`config.mk`:
```
export PLATFORM = sky130hd
export DESIGN_NAME = tmr_chan
export DESIGN_NICKNAME = d
export VERILOG_FILES = /design/src/rtl/tmr_chan_pkg.sv /design/src/rtl/tmr_sync_edge.sv /design/src/rtl/tmr_flag_ctl.sv /design/src/rtl/tmr_pin_out.sv /design/src/rtl/tmr_chan.sv
export SDC_FILE = /design/constraint.sdc
export NUM_CORES = 1
export LEC_CHECK = 0
export BUFFER_PORTS_ARGS = -buffer_cell sky130_fd_sc_hd__buf_2
export CAP_MARGIN = 20
export CORE_ASPECT_RATIO = 2
export CORE_MARGIN = 10
export CORE_UTILIZATION = 48
export DETAILED_ROUTE_END_ITERATION = 8
export HOLD_SLACK_MARGIN = 0.08
export PLACE_DENSITY_LB_ADDON = 0.2
export REMOVE_ABC_BUFFERS = 1
export SKIP_LAST_GASP = 1
export SLEW_MARGIN = 40
export SYNTH_ARGS = -nofsm -noshare
export SYNTH_HDL_FRONTEND = slang
export SYNTH_SLANG_ARGS = --single-unit
```
`constraint.sdc`:
```
create_clock -name clk -period 1.5 [get_ports clk]
set_input_delay 0.3 -clock clk [delete_from_list [all_inputs] [get_ports clk]]
set_output_delay 0.3 -clock clk [all_outputs]
set_load 0.02 [all_outputs]
```
`src/rtl/tmr_chan_pkg.sv`:
```
package tmr_chan_pkg;

  // Bit positions inside the status/control byte
  localparam int unsigned BIT_FLAG = 7;
  localparam int unsigned BIT_IE   = 6;
  localparam int unsigned BIT_BUF  = 5;
  localparam int unsigned BIT_MODE = 4;
  localparam int unsigned BIT_SELH = 3;
  localparam int unsigned BIT_SELL = 2;
  localparam int unsigned BIT_TOV  = 1;
  localparam int unsigned BIT_MAXD = 0;

  typedef struct packed {
    logic       flag;
    logic       ie;
    logic       buf_sel;
    logic       mode;
    logic [1:0] sel;
    logic       tov;
    logic       maxd;
  } stat_t;

  typedef enum logic [1:0] {
    ACT_NONE   = 2'b00,
    ACT_TOGGLE = 2'b01,
    ACT_LOW    = 2'b10,
    ACT_HIGH   = 2'b11
  } cmp_act_e;

  // Capture edge hit: sel bit 0 = rising, sel bit 1 = falling
  function automatic logic edge_hit(logic [1:0] sel, logic rise, logic fall);
    return (sel[0] & rise) | (sel[1] & fall);
  endfunction

  // Output level after a compare event
  function automatic logic pin_next(logic [1:0] sel, logic cur);
    case (cmp_act_e'(sel))
      ACT_TOGGLE: return ~cur;
      ACT_LOW:    return 1'b0;
      ACT_HIGH:   return 1'b1;
      default:    return cur;
    endcase
  endfunction

endpackage

```
`src/rtl/tmr_sync_edge.sv`:
```
module tmr_sync_edge #(
  parameter int unsigned STAGES = 2
) (
  input  logic clk,
  input  logic rst_n,
  input  logic pin,
  output logic rise,
  output logic fall
);

  logic [STAGES-1:0] sync_q;
  logic              prev_q;
  logic              synced;

  assign synced = sync_q[STAGES-1];

  always_ff @(posedge clk or negedge rst_n) begin
    if (!rst_n) begin
      sync_q <= '0;
      prev_q <= 1'b0;
    end else begin
      sync_q <= {sync_q[STAGES-2:0], pin};
      prev_q <= synced;
    end
  end

  assign rise = synced & ~prev_q;
  assign fall = ~synced & prev_q;

endmodule

```
`src/rtl/tmr_flag_ctl.sv`:
```
module tmr_flag_ctl (
  input  logic clk,
  input  logic rst_n,
  input  logic ev,
  input  logic st_rd,
  input  logic st_wr,
  input  logic wr_flag_bit,
  output logic flag_q,
  output logic armed_q
);

  logic clr_ok;

  assign clr_ok = st_wr & armed_q & ~wr_flag_bit;

  always_ff @(posedge clk or negedge rst_n) begin
    if (!rst_n) begin
      flag_q  <= 1'b0;
      armed_q <= 1'b0;
    end else begin
      // A new event always wins over a clear
      if (ev)          flag_q <= 1'b1;
      else if (clr_ok) flag_q <= 1'b0;

      // Arming: a read that sees the flag; any event or status write disarms
      if (ev)                  armed_q <= 1'b0;
      else if (st_wr)          armed_q <= 1'b0;
      else if (st_rd & flag_q) armed_q <= 1'b1;
    end
  end

endmodule

```
`src/rtl/tmr_pin_out.sv`:
```
module tmr_pin_out
  import tmr_chan_pkg::*;
(
  input  logic       clk,
  input  logic       rst_n,
  input  logic       cmp_mode,
  input  logic       cmp_ev,
  input  logic [1:0] sel,
  input  logic       tov,
  input  logic       maxd,
  input  logic       ovf,
  output logic       out_q,
  output logic       pin_out
);

  logic ovf_tgl;

  assign ovf_tgl = cmp_mode & tov & ovf;

  always_ff @(posedge clk or negedge rst_n) begin
    if (!rst_n) begin
      out_q <= 1'b0;
    end else if (cmp_ev) begin
      out_q <= pin_next(sel, out_q);
    end else if (ovf_tgl) begin
      out_q <= ~out_q;
    end
  end

  assign pin_out = (cmp_mode & maxd) | out_q;

endmodule

```
`src/rtl/tmr_chan.sv`:
```
module tmr_chan
  import tmr_chan_pkg::*;
#(
  parameter int unsigned CNT_W  = 16,
  parameter int unsigned ADDR_W = 2
) (
  input  logic              clk,
  input  logic              rst_n,
  input  logic              bus_rd,
  input  logic              bus_wr,
  input  logic [ADDR_W-1:0] bus_addr,
  input  logic [7:0]        bus_wdata,
  output logic [7:0]        bus_rdata,
  input  logic [CNT_W-1:0]  cnt_val,
  input  logic              cnt_ovf,
  input  logic              pin_in,
  output logic              pin_out,
  output logic              irq
);

  localparam int unsigned NBYTES = CNT_W / 8;

  // Control bits (flag lives in the flag controller)
  logic             ie_q, buf_q, mode_q, tov_q, maxd_q;
  logic [1:0]       sel_q;
  logic [CNT_W-1:0] val_q;
  logic             match_d;

  // Named internal events
  logic st_sel, st_rd, st_wr;
  logic conn, cap_mode, cmp_mode;
  logic pin_rise, pin_fall;
  logic cap_ev, cmp_match, cmp_ev, ev;
  logic flag_q, armed_q, out_q;
  logic val_wr;
  stat_t stat;

  assign st_sel   = (bus_addr == '0);
  assign st_rd    = bus_rd & st_sel;
  assign st_wr    = bus_wr & st_sel;
  assign val_wr   = bus_wr & ~st_sel;

  assign conn     = |sel_q;
  assign cap_mode = conn & ~mode_q;
  assign cmp_mode = conn & mode_q;

  tmr_sync_edge #(.STAGES(2)) u_sync (
    .clk  (clk),
    .rst_n(rst_n),
    .pin  (pin_in),
    .rise (pin_rise),
    .fall (pin_fall)
  );

  assign cap_ev    = cap_mode & edge_hit(sel_q, pin_rise, pin_fall);
  assign cmp_match = (cnt_val == val_q);
  assign cmp_ev    = cmp_mode & cmp_match & ~match_d;
  assign ev        = cap_ev | cmp_ev;

  tmr_flag_ctl u_flag (
    .clk        (clk),
    .rst_n      (rst_n),
    .ev         (ev),
    .st_rd      (st_rd),
    .st_wr      (st_wr),
    .wr_flag_bit(bus_wdata[BIT_FLAG]),
    .flag_q     (flag_q),
    .armed_q    (armed_q)
  );

  tmr_pin_out u_out (
    .clk     (clk),
    .rst_n   (rst_n),
    .cmp_mode(cmp_mode),
    .cmp_ev  (cmp_ev),
    .sel     (sel_q),
    .tov     (tov_q),
    .maxd    (maxd_q),
    .ovf     (cnt_ovf),
    .out_q   (out_q),
    .pin_out (pin_out)
  );

  // Control register bits
  always_ff @(posedge clk or negedge rst_n) begin
    if (!rst_n) begin
      ie_q   <= 1'b0;
      buf_q  <= 1'b0;
      mode_q <= 1'b0;
      sel_q  <= 2'b00;
      tov_q  <= 1'b0;
      maxd_q <= 1'b0;
    end else if (st_wr) begin
      ie_q   <= bus_wdata[BIT_IE];
      buf_q  <= bus_wdata[BIT_BUF];
      mode_q <= bus_wdata[BIT_MODE];
      sel_q  <= bus_wdata[BIT_SELH:BIT_SELL];
      tov_q  <= bus_wdata[BIT_TOV];
      maxd_q <= bus_wdata[BIT_MAXD];
    end
  end

  // Channel value: capture has priority over a CPU byte write
  always_ff @(posedge clk or negedge rst_n) begin
    if (!rst_n) begin
      val_q <= '0;
    end else if (cap_ev) begin
      val_q <= cnt_val;
    end else if (val_wr) begin
      for (int b = 0; b < NBYTES; b++) begin
        if (bus_addr == ADDR_W'(b + 1))
          val_q[(NBYTES-1-b)*8 +: 8] <= bus_wdata;
      end
    end
  end

  // Previous match, for one event per equality run
  always_ff @(posedge clk or negedge rst_n) begin
    if (!rst_n) match_d <= 1'b0;
    else        match_d <= cmp_match;
  end

  assign stat = '{flag: flag_q, ie: ie_q, buf_sel: buf_q, mode: mode_q,
                  sel: sel_q, tov: tov_q, maxd: maxd_q};

  always_comb begin
    bus_rdata = 8'h00;
    if (st_sel) begin
      bus_rdata = stat;
    end else begin
      for (int b = 0; b < NBYTES; b++) begin
        if (bus_addr == ADDR_W'(b + 1))
          bus_rdata = val_q[(NBYTES-1-b)*8 +: 8];
      end
    end
  end

  assign irq = flag_q & ie_q;

endmodule

```
After elaboration in Yosys (flattened, before gate mapping)
Cells that the tools add are included.

Register bits after elaboration: 30. Bits of input ports: 32. Output and inout bits: 10. Logic and storage cells: 76.

Equal/unequal tests: 7. Muxes and demuxes: 15. Bitwise operators: 29. Reductions and logical operators: 11.

Operator list (count): 8-bit two-way mux (5); 16-bit two-way mux (2); 1-bit AND (19); 16-bit == test (1); 2-bit nonzero test (5); 1-bit two-way mux (7); 1-bit inverter (7); 2-bit == test, second input constant (3); 2-bit AND reduction (3); 2-bit by 1-bit == test with 1-bit output, second input constant (2); 4-bit by 1-bit != test with 1-bit output, second input constant (1); 1-bit OR (3); 1-bit one-hot mux with 3 select lines (1); 3-bit nonzero test (1); 2-bit zero test (1); 2-bit OR reduction (1).

Logic depth before layout (Yosys ltp)
Depth after elaboration: 7. Gate-level depth with buffers: 7. Mapped depth without buffers: 7.

By module
From an unflattened synthesis, not the netlist that was laid out.

Cells, all modules: 163. Area total of the unflattened synthesis: 1679.1 um^2.

Modules (own cells, without submodules): tmr_chan (times used 1, cells each 144, area each 1441.4 um^2, seq. area each 600.6 um^2); tmr_sync_edge (times used 1, cells each 5, area each 90.1 um^2, seq. area each 75.1 um^2); tmr_flag_ctl (times used 1, cells each 7, area each 73.8 um^2, seq. area each 50.0 um^2); tmr_pin_out (times used 1, cells each 7, area each 73.8 um^2, seq. area each 25.0 um^2).

Worst setup path after synthesis
Ideal clock, no wire load.

Path type: flip-flop to flip-flop. From: register val_q[2]. To: register u_out.out_q. Setup time: 0.123 ns. Arrival: 1.454 ns. Data required time: 1.377 ns. Path slack: -0.077 ns. Stages on the path, launching flop included: 8. Path buffers: 1. Clock period less this slack: 1.577 ns. Cell sequence: dfrtp_1 -> xnor2_1 -> nand4_1 -> nor4_2 -> and3b_1 -> buf_6 -> mux2i_1 -> o21ai_2.

Word-level cells in the longest chain between the ends: 5. Elaborated cells between the ends (all ways): 7. Classes of those cells: eq/ne: 2; mux: 1; bitwise: 2; reduce/logical: 2.

Ends and longest elaborated chain: start: declaration (line tmr_chan.sv:26) `logic [CNT_W-1:0] val_q;`; start signal: assignment (line tmr_chan.sv:108) `val_q <= cnt_val;`; start signal: indexed assignment (line tmr_chan.sv:112) `val_q[(NBYTES-1-b)*8 +: 8] <= bus_wdata;`; 16-bit == test (*) (line tmr_chan.sv:56) `assign cmp_match = (cnt_val == val_q);`; via cmp_match (line tmr_chan.sv:33) `logic cap_ev, cmp_match, cmp_ev, ev;`; 1-bit AND (*) (2 in a row) (line tmr_chan.sv:57) `assign cmp_ev = cmp_mode & cmp_match & ~match_d;`; 4-bit by 1-bit != test with 1-bit output (no source line) or 2-bit nonzero test (tied branches); 2-bit AND reduction (no source line); end signal: assignment (line tmr_pin_out.sv:24) `out_q <= pin_next(sel, out_q);`; end signal: assignment (line tmr_pin_out.sv:26) `out_q <= ~out_q;`; end: declaration (line tmr_pin_out.sv:12) `output logic out_q,`.

The timed path passes the listed nets; every way through them passes the cells marked *. A chain may end at the register's enable or synchronous reset.

Worst setup path in the final report
Ends and elaborated chain as after synthesis.

==> load_flow_metrics.sql <==
INSERT INTO impl_metrics (metric_group, metric, value, unit) VALUES
('power_and_ir_drop', 'ir_worst_vdd', '1070', 'µV'),
('global_routing', 'maximum_number_of_pins_on_one_net_before_global_route_repair', '31', ''),
('run_status', 'status', 'finished with violations', ''),
('finish', 'final-instance-count-excl-fill', '313', ''),
('yosys', 'yosys_warnings', '0', ''),
('global_routing', 'busiest_layer', 'met2', ''),
('route', 'dr_total_vias', '1653', ''),
('placement', 'placement.io_buffers', '41', ''),
('yosys', 'ys_seq_elements', '30', ''),
('global_routing', 'met1_usage', '0.165', ''),
('clock_network', 'cts_max_path_buffers', '2', ''),
('floorplanning', 'initial_core_util', '0.500', ''),
('timing', 'clock-skew-final', '0.00640', 'ns'),
('critical_path', 'path_max_fanout', '4', ''),
('route', 'wl_per_cell', '18.0', 'µm'),
('critical_path', 'critical_path.max_stage_delay', '0.42', 'ns'),
('finish', 'postLayoutCellArea', '0.00262', 'mm²'),
('placement', 'routabilityCongestion', '0.808', ''),
('critical_path', 'cp_top_family', 'simple AND/OR/NAND/NOR gates', ''),
('finish', 'diodes', '0', ''),
('placement', 'post_dp_cell_area', '0.00221', 'mm²'),
('timing', 'report.final.hold_viol_count', '0', ''),
('global_routing', 'grt_antenna_before_repair', '0', ''),
('clock_network', 'clkTransAtPathRegs', '0.07', 'ns'),
('global_routing', 'grt_first_pass_wirelength', '8950', 'µm'),
('power_and_ir_drop', 'power.density_cell_area', '1380', 'mW/mm²'),
('critical_path', 'critPathKind', 'reg2reg', ''),
('finish', 'post_route_cells_drive_above_1_share', '0.475', ''),
('finish', 'final_common_cell', 'buf_4', ''),
('timing', 'max_slew_margin', '0.734', ''),
('clock_network', 'cts-root-buf', 'clkbuf_8', ''),
('yosys', 'yosysSeqAreaShare', '0.440', ''),
('yosys', 'ys_types', '30', ''),
('clock_network', 'cts.htree.levels', '2', ''),
('critical_path', 'cp-start-kind', 'register', ''),
('timing', 'achievable-frequency', '0.553', 'GHz'),
('global_routing', 'grt_usage', '0.171', ''),
('power_and_ir_drop', 'report.power.total', '0.00361', 'W'),
('yosys', 'synth.cell_area', '0.00171', 'mm²'),
('yosys', 'synthesis.instances', '172', ''),
('route', 'drt_pre_antenna_iters', '4', ''),
('critical_path', 'endpoint_kind_of_the_worst_setup_timing_path', 'register', ''),
('clock_network', 'cts_sink_count', '30', ''),
('clock_network', 'numCtsBuffers', '5', ''),
('global_routing', 'gr-total-overflow', '0', ''),
('placement', 'placed_cells_incl_taps', '289', ''),
('global_routing', 'gr-usage-met2', '0.319', ''),
('critical_path', 'crit_path_cell_trace', 'xnor2_2 -> nand4_1 -> nor4_4 -> and3b_2 -> mux2i_2 -> o21ai_2', ''),
('global_routing', 'grt_pass1_vias', '1810', ''),
('floorplanning', 'fp.coreArea', '0.00342', 'mm²'),
('floorplanning', 'core.rowCount', '30', ''),
('timing', 'fin_ws', '-0.308', 'ns'),
('finish', 'final_util', '0.766', ''),
('timing', 'rsz_0062_raised_after_global_routing', 'yes', ''),
('route', 'viasPerCell', '5.28', ''),
('timing', 'worst-slew-pin-transition', '0.400', 'ns'),
('floorplanning', 'dieHeight', '104', 'µm'),
('route', 'drcViolationCount', '0', ''),
('floorplanning', 'top_level_ports', '42', ''),
('route', 'final_antenna_net_count', '0', ''),
('clock_network', 'cts_tree', 'done', ''),
('run', 'drv_cap', '0', ''),
('timing', 'fin_crit_sh', '1.21', ''),
('route', 'wirelength', '5650', 'µm'),
('global_routing', 'met3_resource_use_gr', '0.0453', ''),
('critical_path', 'arrival', '1.98', 'ns'),
('timing', 'setup_viol', '23', ''),
('worst_hold_path', 'hold_path.class', 'in2reg', ''),
('floorplanning', 'die-area', '0.00649', 'mm²'),
('timing', 'min_period', '1.81', 'ns'),
('finish', 'finalNetCount', '298', ''),
('placement', 'dpl.hpwl', '3950', 'µm'),
('power_and_ir_drop', 'power.leakage', '1.31', 'nW'),
('critical_path', 'critical_path.n_buffers_inverters', '0', ''),
('critical_path', 'critical_path_required', '1.67', 'ns'),
('route', 'drt_first_iter_violations', '43', ''),
('timing', 'timing_max_transition_violations_final', '0', ''),
('run_status', 'violated_checks', 'setup timing', ''),
('timing', 'final.hold.worst_slack', '0.118', 'ns'),
('yosys', 'synth.avg_cell_area', '9.92', 'µm²'),
('finish', 'flow.area_growth_from_synthesis', '53.3', '%'),
('floorplanning', 'chipWidth', '62.2', 'µm'),
('finish', 'mostFrequentLayoutCells', 'buf_4, buf_2, dfrtp_1, nand2_1, mux2i_1', ''),
('critical_path', 'cpMaxStageDelayCell', 'dfrtp_1', ''),
('clock_network', 'clkLatencyLatePin', '0.29', 'ns');
## sequential cells by signal (all words and copies together), names as in the netlist
name	count
buf_q	1
ie_q	1
match_d	1
maxd_q	1
mode_q	1
sel_q	2
tov_q	1
u_flag.armed_q	1
u_flag.flag_q	1
u_out.out_q	1
u_sync.prev_q	1
u_sync.sync_q	2
val_q	16
## cells in the mapped netlist, drive strengths merged
| cell | n | area [µm²] |
|---|---|---|
| a211o | 1 | 10.0 |
| a21o | 1 | 7.51 |
| a21oi | 2 | 10.0 |
| a31oi | 2 | 12.5 |
| and2 | 2 | 12.5 |
| and2b | 1 | 8.76 |
| and3b | 1 | 8.76 |
| buf | 7 | 41.3 |
| clkbuf | 2 | 7.51 |
| dfrtp | 30 | 751 |
| ha | 2 | 25.0 |
| inv | 3 | 11.3 |
| mux2 | 5 | 56.3 |
| mux2i | 25 | 250 |
| nand2 | 27 | 101 |
| nand3 | 1 | 5.00 |
| nand3b | 2 | 15.0 |
| nand4 | 4 | 25.0 |
| nor2 | 3 | 11.3 |
| nor2b | 1 | 6.26 |
| nor3 | 4 | 25.0 |
| nor4 | 2 | 18.8 |
| o21a | 1 | 7.51 |
| o21ai | 27 | 139 |
| xnor2 | 16 | 140 |
## per-stage QoR
stage               TNS (ns)  worst slack, ns
floorplan              -7.52           -0.422
global placement       -1.14           -0.226
detailed placement     -1.49           -0.360
CTS                    -1.21           -0.303
global route           -3.82           -0.382
finish                 -1.69           -0.308
## final timing paths
kind / cells past startpoint / slack, ns / from / end
hold / removal: 1 / 0.12 / pin_in / u_sync.sync_q[0]$_DFF_PN0_
hold reg to reg: 0 / 0.36 / u_sync.sync_q[0]$_DFF_PN0_ / u_sync.sync_q[1]$_DFF_PN0_
max in group asynchronous: 3 / 0.64 / rst_n / val_q[5]$_DFFE_PN0P_
min in group asynchronous: 3 / 0.56 / rst_n / u_flag.flag_q$_DFFE_PN0P_
setup reg to reg: 6 / -0.31 / val_q[2]$_DFFE_PN0P_ / u_out.out_q$_DFFE_PN0P_
setup / recovery: 6 / -0.31 / val_q[2]$_DFFE_PN0P_ / u_out.out_q$_DFFE_PN0P_
## kinds of logic (layout without fill, tap and decap cells)
group / Yosys count / in the layout / synth area share
buf+inv: 12 / 105 / 0.0352
flops: 30 / 30 / 0.440
mux: 30 / 30 / 0.180
compound gates: 34 / 34 / 0.109
xor+xnor: 16 / 16 / 0.0821
fa+ha+maj: 2 / 2 / 0.0147
simple gates: 48 / 48 / 0.139
## cell type report
cell class	instances	area (µm²)
Multi-Input combinational cell	130	996
Fill cell	240	800
Sequential cell	30	751
Timing Repair Buffer	94	688
Clock buffer	8	110
Tap cell	48	60.1
Inverter	3	11.3
## power breakdown
part	switching (W)	internal, W	total [W]
logic	0.000713	0.000868	0.00158
clock network	0.000312	0.000463	0.000775
registers	0.000211	0.00105	0.00126
total	0.00124	0.00238	0.00361
## layer usage
metal,vias to the layer above,part of all wire,wire length (µm)
met4,0,0.030,168
li1,782,-,-
met3,13,0.049,276
met2,46,0.56,3190
met5,-,0,0
met1,812,0.36,2010
## repair_timing
| action | CTS | global route |
|---|---|---|
| endpoints found under the hold margin | 30 | 0 |
| resized for setup | 27 | 44 |
| endpoints found under the setup margin | 18 | 28 |
| setup buffers | 10 | 9 |
| pin swaps | 8 | 10 |
| hold buffers | 1 | 0 |
| cloned | 3 | 1 |
Note: power is estimated with default switching activity, not from simulation.
